File: config.mk
export PLATFORM = sky130hd
export DESIGN_NAME = irq_thr_ctrl
export DESIGN_NICKNAME = d
export VERILOG_FILES = /design/src/rtl/irq_thr_pkg.sv /design/src/rtl/irq_thr_timer.sv /design/src/rtl/irq_thr_status.sv /design/src/rtl/irq_thr_ctrl.sv
export SDC_FILE = /design/constraint.sdc
export NUM_CORES = 1
export LEC_CHECK = 0
export CORE_ASPECT_RATIO = 0.5
export CORE_MARGIN = 8
export CORE_UTILIZATION = 57
export CTS_CLUSTER_DIAMETER = 150
export CTS_CLUSTER_SIZE = 28
export DETAILED_ROUTE_END_ITERATION = 8
export DONT_BUFFER_PORTS = 1
export HOLD_SLACK_MARGIN = 0.03
export PLACE_DENSITY = 0.75
export SYNTH_ARGS = -nofsm -noshare
export SYNTH_HDL_FRONTEND = slang
export SYNTH_HIERARCHICAL = 1
export SYNTH_SLANG_ARGS = --single-unit
File: constraint.sdc
create_clock -name clk -period 2.05 [get_ports clk]
set_input_delay 0.1025 -clock clk [delete_from_list [all_inputs] [get_ports clk]]
set_output_delay 0.1025 -clock clk [all_outputs]
set_load 0.05 [all_outputs]
File: src/rtl/irq_thr_pkg.sv
package irq_thr_pkg;

    localparam int REG_W   = 32;
    localparam int THR_W   = 8;
    localparam int THR_MAX = 64;
    localparam int CNT_W   = $clog2(THR_MAX);
    localparam int NAK_BIT = 16;

    // immediate sources: bits 0..8, 24, 25
    localparam logic [REG_W-1:0] IMM_MASK = 32'h0300_01FF;
    // deferred completion sources: bit 18 async, bit 19 periodic
    localparam logic [REG_W-1:0] DEF_MASK = 32'h000C_0000;
    localparam logic [REG_W-1:0] NAK_MASK = 32'h0001_0000;
    localparam logic [REG_W-1:0] STS_MASK = IMM_MASK | DEF_MASK;
    localparam logic [REG_W-1:0] EN_MASK  = STS_MASK | NAK_MASK;

    typedef enum logic [1:0] {
        SEL_STS = 2'd0,
        SEL_EN  = 2'd1,
        SEL_THR = 2'd2,
        SEL_RSV = 2'd3
    } reg_sel_e;

    typedef struct packed {
        logic             we;
        reg_sel_e         sel;
        logic [REG_W-1:0] data;
    } wr_req_t;

    // smallest legal threshold not below v, capped at THR_MAX
    function automatic logic [THR_W-1:0] round_thr(input logic [THR_W-1:0] v);
        logic [THR_W-1:0] r;
        r = THR_W'(THR_MAX);
        for (int k = CNT_W; k >= 0; k--) begin
            if (v <= THR_W'(1 << k)) r = THR_W'(1 << k);
        end
        if (v == '0) r = '0;
        return r;
    endfunction

endpackage

File: src/rtl/irq_thr_timer.sv
module irq_thr_timer
    import irq_thr_pkg::*;
(
    input  logic             clk,
    input  logic             rst,
    input  logic             tick,
    input  logic             restart,
    input  logic [THR_W-1:0] thr,
    output logic             boundary
);
    logic [CNT_W-1:0] cnt_q;
    logic             active;
    logic [THR_W-1:0] last_idx;

    assign active   = (thr != '0);
    assign last_idx = thr - THR_W'(1);
    assign boundary = tick && active && (THR_W'(cnt_q) == last_idx);

    always_ff @(posedge clk) begin
        if (rst || restart) begin
            cnt_q <= '0;
        end else if (boundary) begin
            cnt_q <= '0;
        end else if (tick && active) begin
            cnt_q <= cnt_q + CNT_W'(1);
        end
    end

    // counter never runs past the programmed threshold
    p_cnt_bound_r7: assert property (@(posedge clk) disable iff (rst)
        (thr != '0) |-> (THR_W'(cnt_q) < thr));

    // a boundary always returns the count to zero
    p_cnt_restart_r7: assert property (@(posedge clk) disable iff (rst)
        boundary |=> (cnt_q == '0));
endmodule

File: src/rtl/irq_thr_status.sv
module irq_thr_status
    import irq_thr_pkg::*;
(
    input  logic             clk,
    input  logic             rst,
    input  logic [REG_W-1:0] evt,
    input  logic [REG_W-1:0] clr,
    input  logic             thr_zero,
    input  logic             boundary,
    output logic [REG_W-1:0] sts
);
    logic [REG_W-1:0] sts_q, pend_q;
    logic [REG_W-1:0] imm_set, def_in, def_set, pend_d, sts_d;
    logic             deliver;

    assign imm_set = evt & IMM_MASK;
    assign def_in  = evt & DEF_MASK;
    assign deliver = thr_zero || boundary;
    assign def_set = deliver ? (pend_q | def_in) : '0;
    assign pend_d  = deliver ? '0 : (pend_q | def_in);
    // set wins over clear in the same cycle
    assign sts_d   = ((sts_q & ~clr) | imm_set | def_set) & STS_MASK;

    always_ff @(posedge clk) begin
        if (rst) begin
            sts_q  <= '0;
            pend_q <= '0;
        end else begin
            sts_q  <= sts_d;
            pend_q <= pend_d & DEF_MASK;
        end
    end

    assign sts = sts_q;

    // an immediate event is visible on the next edge
    p_sticky_set_r2: assert property (@(posedge clk) disable iff (rst)
        ((evt & IMM_MASK) != '0) |=> ((sts_q & $past(evt & IMM_MASK)) == $past(evt & IMM_MASK)));

    // a cleared bit with no new event is zero afterwards
    p_w1c_r3: assert property (@(posedge clk) disable iff (rst)
        ((clr & ~evt) != '0) |=> ((sts_q & $past(clr & ~evt & IMM_MASK)) == '0));

    // with a running threshold, deferred bits rise only at a boundary
    p_defer_r7: assert property (@(posedge clk) disable iff (rst)
        (!thr_zero && !boundary) |=> ((sts_q & DEF_MASK & ~$past(sts_q)) == '0));

    // unimplemented positions stay zero
    p_unmapped_r10: assert property (@(posedge clk) disable iff (rst)
        (sts_q & ~STS_MASK) == '0);
endmodule

File: src/rtl/irq_thr_ctrl.sv
module irq_thr_ctrl
    import irq_thr_pkg::*;
(
    input  logic             clk,
    input  logic             rst,
    input  logic             reg_we,
    input  logic [1:0]       reg_waddr,
    input  logic [REG_W-1:0] reg_wdata,
    input  logic [1:0]       reg_raddr,
    output logic [REG_W-1:0] reg_rdata,
    input  logic             uframe_tick,
    input  logic [REG_W-1:0] evt_pulse,
    input  logic             nak_level,
    output logic             irq_o
);
    wr_req_t          wr;
    logic [REG_W-1:0] en_q, sts, sts_view, clr;
    logic [THR_W-1:0] thr_q;
    logic             thr_wr, boundary;

    assign wr.we   = reg_we;
    assign wr.sel  = reg_sel_e'(reg_waddr);
    assign wr.data = reg_wdata;

    assign thr_wr = wr.we && (wr.sel == SEL_THR);
    assign clr    = (wr.we && (wr.sel == SEL_STS)) ? (wr.data & STS_MASK) : '0;

    always_ff @(posedge clk) begin
        if (rst) begin
            en_q  <= '0;
            thr_q <= '0;
        end else begin
            if (wr.we && (wr.sel == SEL_EN)) en_q <= wr.data & EN_MASK;
            if (thr_wr) thr_q <= round_thr(wr.data[THR_W-1:0]);
        end
    end

    irq_thr_timer u_timer (
        .clk      (clk),
        .rst      (rst),
        .tick     (uframe_tick),
        .restart  (thr_wr),
        .thr      (thr_q),
        .boundary (boundary)
    );

    irq_thr_status u_status (
        .clk      (clk),
        .rst      (rst),
        .evt      (evt_pulse),
        .clr      (clr),
        .thr_zero (thr_q == '0),
        .boundary (boundary),
        .sts      (sts)
    );

    assign sts_view = sts | (nak_level ? NAK_MASK : '0);
    assign irq_o    = |(sts_view & en_q);

    always_comb begin
        unique case (reg_sel_e'(reg_raddr))
            SEL_STS: reg_rdata = sts_view;
            SEL_EN:  reg_rdata = en_q;
            SEL_THR: reg_rdata = REG_W'(thr_q);
            default: reg_rdata = '0;
        endcase
    end

    // nothing enabled means no interrupt
    p_mask_all_r4: assert property (@(posedge clk) disable iff (rst)
        (en_q == '0) |-> !irq_o);

    // stored threshold is zero or a single power of two
    p_thr_legal_r9: assert property (@(posedge clk) disable iff (rst)
        $onehot0(thr_q) && (thr_q <= THR_W'(THR_MAX)));

    // state is cleared the cycle after reset
    p_reset_r1: assert property (@(posedge clk)
        $past(rst) |-> (en_q == '0 && thr_q == '0));
endmodule

Yosys cells after proc, flatten, opt, wreduce, memory -nomap -nowiden --
Cells that the tools add are included.
Operators by class: add/sub/neg operators 2, bitwise logic cells 7, muxes and demuxes 11, equal/unequal tests 5, magnitude comparators 6, reduce and logical (&&, ||, !) cells 15
Operator list (number):
- case mux 32 bit (3 select lines) | 1
- two-way mux 26 bit | 2
- OR 26 bit | 2
- two-way mux 8 bit | 6
- AND 32 x 26 -> 32 bit | 1
- OR reduction 32 bit | 1
- AND 26 bit | 1
- inverter 26 bit | 1
- OR 26 x 17 -> 26 bit | 1
- OR 20 bit | 1
- two-way mux 17 bit | 1
- logical NOT 8 bit | 2
- == test 6 x 8 -> 1 bit | 1
- <= comparator 8 x 1 -> 1 bit (second input constant) | 1
- <= comparator 8 x 2 -> 1 bit (second input constant) | 1
- <= comparator 8 x 3 -> 1 bit (second input constant) | 1
- <= comparator 8 x 4 -> 1 bit (second input constant) | 1
- <= comparator 8 x 5 -> 1 bit (second input constant) | 1
- <= comparator 8 x 6 -> 1 bit (second input constant) | 1
- nonzero test 8 bit | 1
- subtractor 8 x 1 -> 8 bit (second input constant) | 1
- two-way mux 7 bit | 1
- adder 6 x 1 -> 6 bit (second input constant) | 1
- logical AND 1 bit | 5
- other kinds (5) | 10
Storage, ports and cells: output and inout port bits 33, input port bits 73, bits in registers 43, logic and storage cells 51

Logic depth before layout (Yosys ltp) --
word-level depth 8, mapped depth 9, depth with buffers taken out 8

Modules after synthesis --
The synthesis kept the hierarchy.
By module, submodules not included:
- irq_thr_ctrl | sequential area each 420.4 µm², cells each 202, times used 1, area an instance 1450.1 µm²
- irq_thr_status | sequential area each 300.3 µm², cells each 79, times used 1, area an instance 678.2 µm²
- irq_thr_timer | sequential area each 120.1 µm², cells each 62, times used 1, area an instance 511.7 µm²

Worst setup path before layout --
No wires, ideal clock.
path type register -> register, from register thr_q[2], to register u_status.sts_q[19], in the netlist u_status/sts[19], data required time 1.980 ns, clock period less this slack 1.995 ns, setup time 0.070 ns, arrival 1.926 ns, cell stages (with the launch flop) 8, slack 0.055 ns, path buffers 1, path through dfxtp_1 > or4_1 > or3_1 > a211oi_1 > and4_1 > buf_4 > o22ai_1 > a21oi_1
Between the ends: cells in the longest elaborated chain, start to end 6, elaborated cells between the ends (all ways) 9, those cells by class add/sub: 1; eq/ne: 1; mux: 1; bitwise: 1; reduce/logical: 5
Ends and longest elaborated chain:
- from (decl) | RTL line irq_thr_ctrl.sv:18 | logic [THR_W-1:0] thr_q;
- from (signal assigned) | RTL line irq_thr_ctrl.sv:34 | if (thr_wr) thr_q <= round_thr(wr.data[THR_W-1:0]);
- subtractor 8 x 1 -> 8 bit or nonzero test 8 bit (tied branches) | RTL line irq_thr_timer.sv:16, irq_thr_timer.sv:15
- == test 6 x 8 -> 1 bit or logical AND 1 bit (tied branches) | RTL line irq_thr_timer.sv:17 | assign boundary = tick && active && (THR_W'(cnt_q) == last_idx);
- logical AND 1 bit (*) | RTL line irq_thr_timer.sv:17
- net boundary | RTL line irq_thr_ctrl.sv:19 | logic thr_wr, boundary;
- logical OR 1 bit (*) | RTL line irq_thr_status.sv:18 | assign deliver = thr_zero || boundary;
- two-way mux 26 bit (*) | RTL line irq_thr_status.sv:19 | assign def_set = deliver ? (pend_q | def_in) : '0;
- OR 26 bit (*) | RTL line irq_thr_status.sv:22 | assign sts_d = ((sts_q & ~clr) | imm_set | def_set) & STS_MASK;
- to (signal assigned) | RTL line irq_thr_status.sv:29 | sts_q <= sts_d;
- to (decl) | RTL line irq_thr_status.sv:12 | logic [REG_W-1:0] sts_q, pend_q;
The timed path passes the listed nets; every way through them passes the cells marked *. A chain may end at the register's enable or synchronous reset.

Final worst setup path --
from register thr_q[2], to register u_status.sts_q[18], in the netlist u_status/sts[18]
Same word-level chain as after synthesis.

==> reports/results.ini <==
[status]
status = finished, final reports clean

[setup_path]
cp-endpoint = u_status/sts[18]$_SDFF_PP0_
reg2reg_depth = 6
rrSetupSlack_ps = 3
start_kind = register
critPathKind = reg -> reg
path_max_fanout = 5
cp-end-kind = register
reg2reg_from = thr_q[2]$_SDFFE_PP0P_
r2r-end = u_status/sts[18]$_SDFF_PP0_
critPathRequiredTime_ps = 2290
crit_start = thr_q[2]$_SDFFE_PP0P_
cp.arrival_ps = 2290

[final_layout]
num-fill-cells = 320
drive_gt1_frac = 0.1285
final_nets = 464
regArea_um2 = 843.3
design_area_um2 = 3217
syn_to_final_growth_pct = 21.85
n_antenna_cell = 0
multi_input_area_um2 = 1612
fin_cells = 446

[power_and_ir_drop]
p_leak_nw = 1.342
totalPowerFinal_w = 0.002040
power_density_nw_per_um2 = 634.3
vdd_drop_max_uv = 442.0

[floorplan]
dieArea_um2 = 7198
initial_core_util = 0.5967
num_rows = 17
io_pins = 106
core_area_um2 = 4424
die_h_um = 64.13
die_w_um = 112.2

[sta]
setup_viol = 0
maxSlewHeadroom = 0.5020
fmax_ghz = 0.4886
final_hold_viol_count = 0
period_needed_ps = 2047
worstMarginPinSlew_ps = 744.3
rsz0062_at_grt = true
finalCritPeriodShare = 0.9984
skew_ps = 9.462
finalMaxSlewViolations = 0

[logic_synthesis]
ys_types = 48
synth_area_leader_cell = dfxtp_1
netlist_instances = 343
synth-edff-count = 0
synthTopCellsByArea = dfxtp_1 32%, and2_1 7.3%, nand2_1 6.1%
syn_area_um2 = 2640
synth_seq_cells = 42
ys_warn_count = 6
avgSynthCellArea_um2 = 7.697
synth_top_area_frac = 0.3185
yosys-top-cells-count = 43 x nand2_1, 42 x dfxtp_1, 31 x a21oi_1, 31 x and2_1, 20 x buf_4
synthMostInstantiatedCell = nand2_1
yosysSeqAreaShare = 0.3185
synthArstFlopShare = 0
synth_top_flop_cell = dfxtp_1

[place]
globalplace.congestion = 0.8340
portBuffers = 0
place_inst = 410
postPlaceCellArea_um2 = 2748
dp_hpwl_um = 4772

[drt]
vias = 2574
first_pass_iters = 4
totalWireLength_um = 7478
drt_first_iter_violations = 247
ant_nets = 0
viasPerCell = 5.771
drc = 0
avgRoutedWirePerCell_um = 16.77

[cts]
tritoncts = built
path_clk_slew_ps = 90
clockRootBuffer = clkbuf_8
cts_made_buffers = 5
clk_latency_ps = 300
clock_sinks = 42
cts_setup_buffers = 0
h-tree-depth = 2
cts.path.max_buffers = 2

[global_route]
antenna_found_initial = 0
grt-ovfl-total = 0
grt_max_degree = 41
gr-usage-all-layers = 0.1974
grt_pass1_wl_um = 11550
grt_pass1_vias = 2439

[worst_hold_path]
hold_path.class = in -> reg

[flow_run]
cap_viol_max_count = 0

layer usage:
metal / GRT usage / part of all wire
met1: 0.2172 / 0.39
met2: 0.3544 / 0.48
met3: 0.06929 / 0.11
met4: 0.06323 / 0.017
met5: 0 / 0
critical path, cell delays in order (launching register included):
cell      delay (ps)
dfxtp_2          320
or4_4            530
or3_4            400
a211oi_2         180
and4_4           300
o22ai_2          120
a21oi_1          140
where the power goes:
group          leakage, nW  switching (W)  internal (W)
Sequential           0.345      0.0000296      0.000849
Clock               0.0683       0.000308      0.000488
Combinational        0.929       0.000230      0.000136
sequential cells by signal (all words and copies together), names as in the netlist:
name             count
thr_q                7
u_status/sts        13
en_q                14
u_timer/cnt_q        6
u_status/pend_q      2
per-stage QoR:
stage	utilization	setup WS [ps]	hold WS, ps	setup TNS (ps)
finish	0.7271	3.276	35.16	0
global placement	0.6210	14.63	175.4	0
CTS	0.7183	19.05	32.97	0
detailed placement	0.6210	-26.41	176.8	-128.5
floorplan	-	54.69	171.6	0
global route	0.7271	-30.34	39.28	-139.4
worst min-delay path by stage:
stage,startpoint,to,cells after the start
floorplan,rst,u_status/sts[25]$_SDFF_PP0_,1
global placement,rst,u_status/sts[25]$_SDFF_PP0_,1
detailed placement,rst,u_status/sts[25]$_SDFF_PP0_,1
CTS,reg_wdata[2],thr_q[1]$_SDFFE_PP0P_,3
global route,reg_wdata[0],thr_q[2]$_SDFFE_PP0P_,3
finish,reg_wdata[0],thr_q[2]$_SDFFE_PP0P_,3
cells by family (layout without fill, tap and decap cells):
| logic type | Yosys count | in the layout | share of synthesized area |
|---|---|---|---|
| AND/OR/NAND/NOR | 153 | 153 | 0.3123 |
| AO/OA/AOI/OAI | 64 | 64 | 0.1441 |
| buffers and inverters | 52 | 79 | 0.1114 |
| flip-flops | 42 | 42 | 0.3185 |
| multiplexers | 15 | 15 | 0.05687 |
| XOR/XNOR | 12 | 12 | 0.03981 |
| adder cells (fa/ha/maj) | 3 | 3 | 0.01422 |
| other | 2 | 21 | 0.002845 |
final cells by class:
type | count | area share
repair buffers | 54 | 0.1521
inverters | 17 | 0.01984
flip-flops and latches | 42 | 0.2622
clock buffers | 5 | 0.02139
multi-input cells | 268 | 0.5010
clock inverters | 3 | 0.02139
well taps | 57 | 0.02217
repair_timing:
action                                  in CTS  in global routing
endpoints found under the setup margin       8                  9
hold endpoints to repair                    40                  0
resized for setup                            2                 10
pin swaps                                    0                  5
hold buffers                                28                  0
placed cells by master (no fill, tap or decap), drive strengths merged, types with 3 or more instances in the layout:
cell type,count
xor2,4
dfxtp,42
nand3,5
ha,3
a31oi,3
and2,31
nor3,4
a22o,3
nand2b,15
xnor2,8
or4,3
clkbuf,5
nor2b,4
dlygate4sd3,27
nor4,12
conb,21
a22oi,4
inv,17
buf,27
nor2,19
a21oi,31
nand2,43
o21ai,13
mux2i,15
No activity file was read; power rests on OpenSTA's default activity.
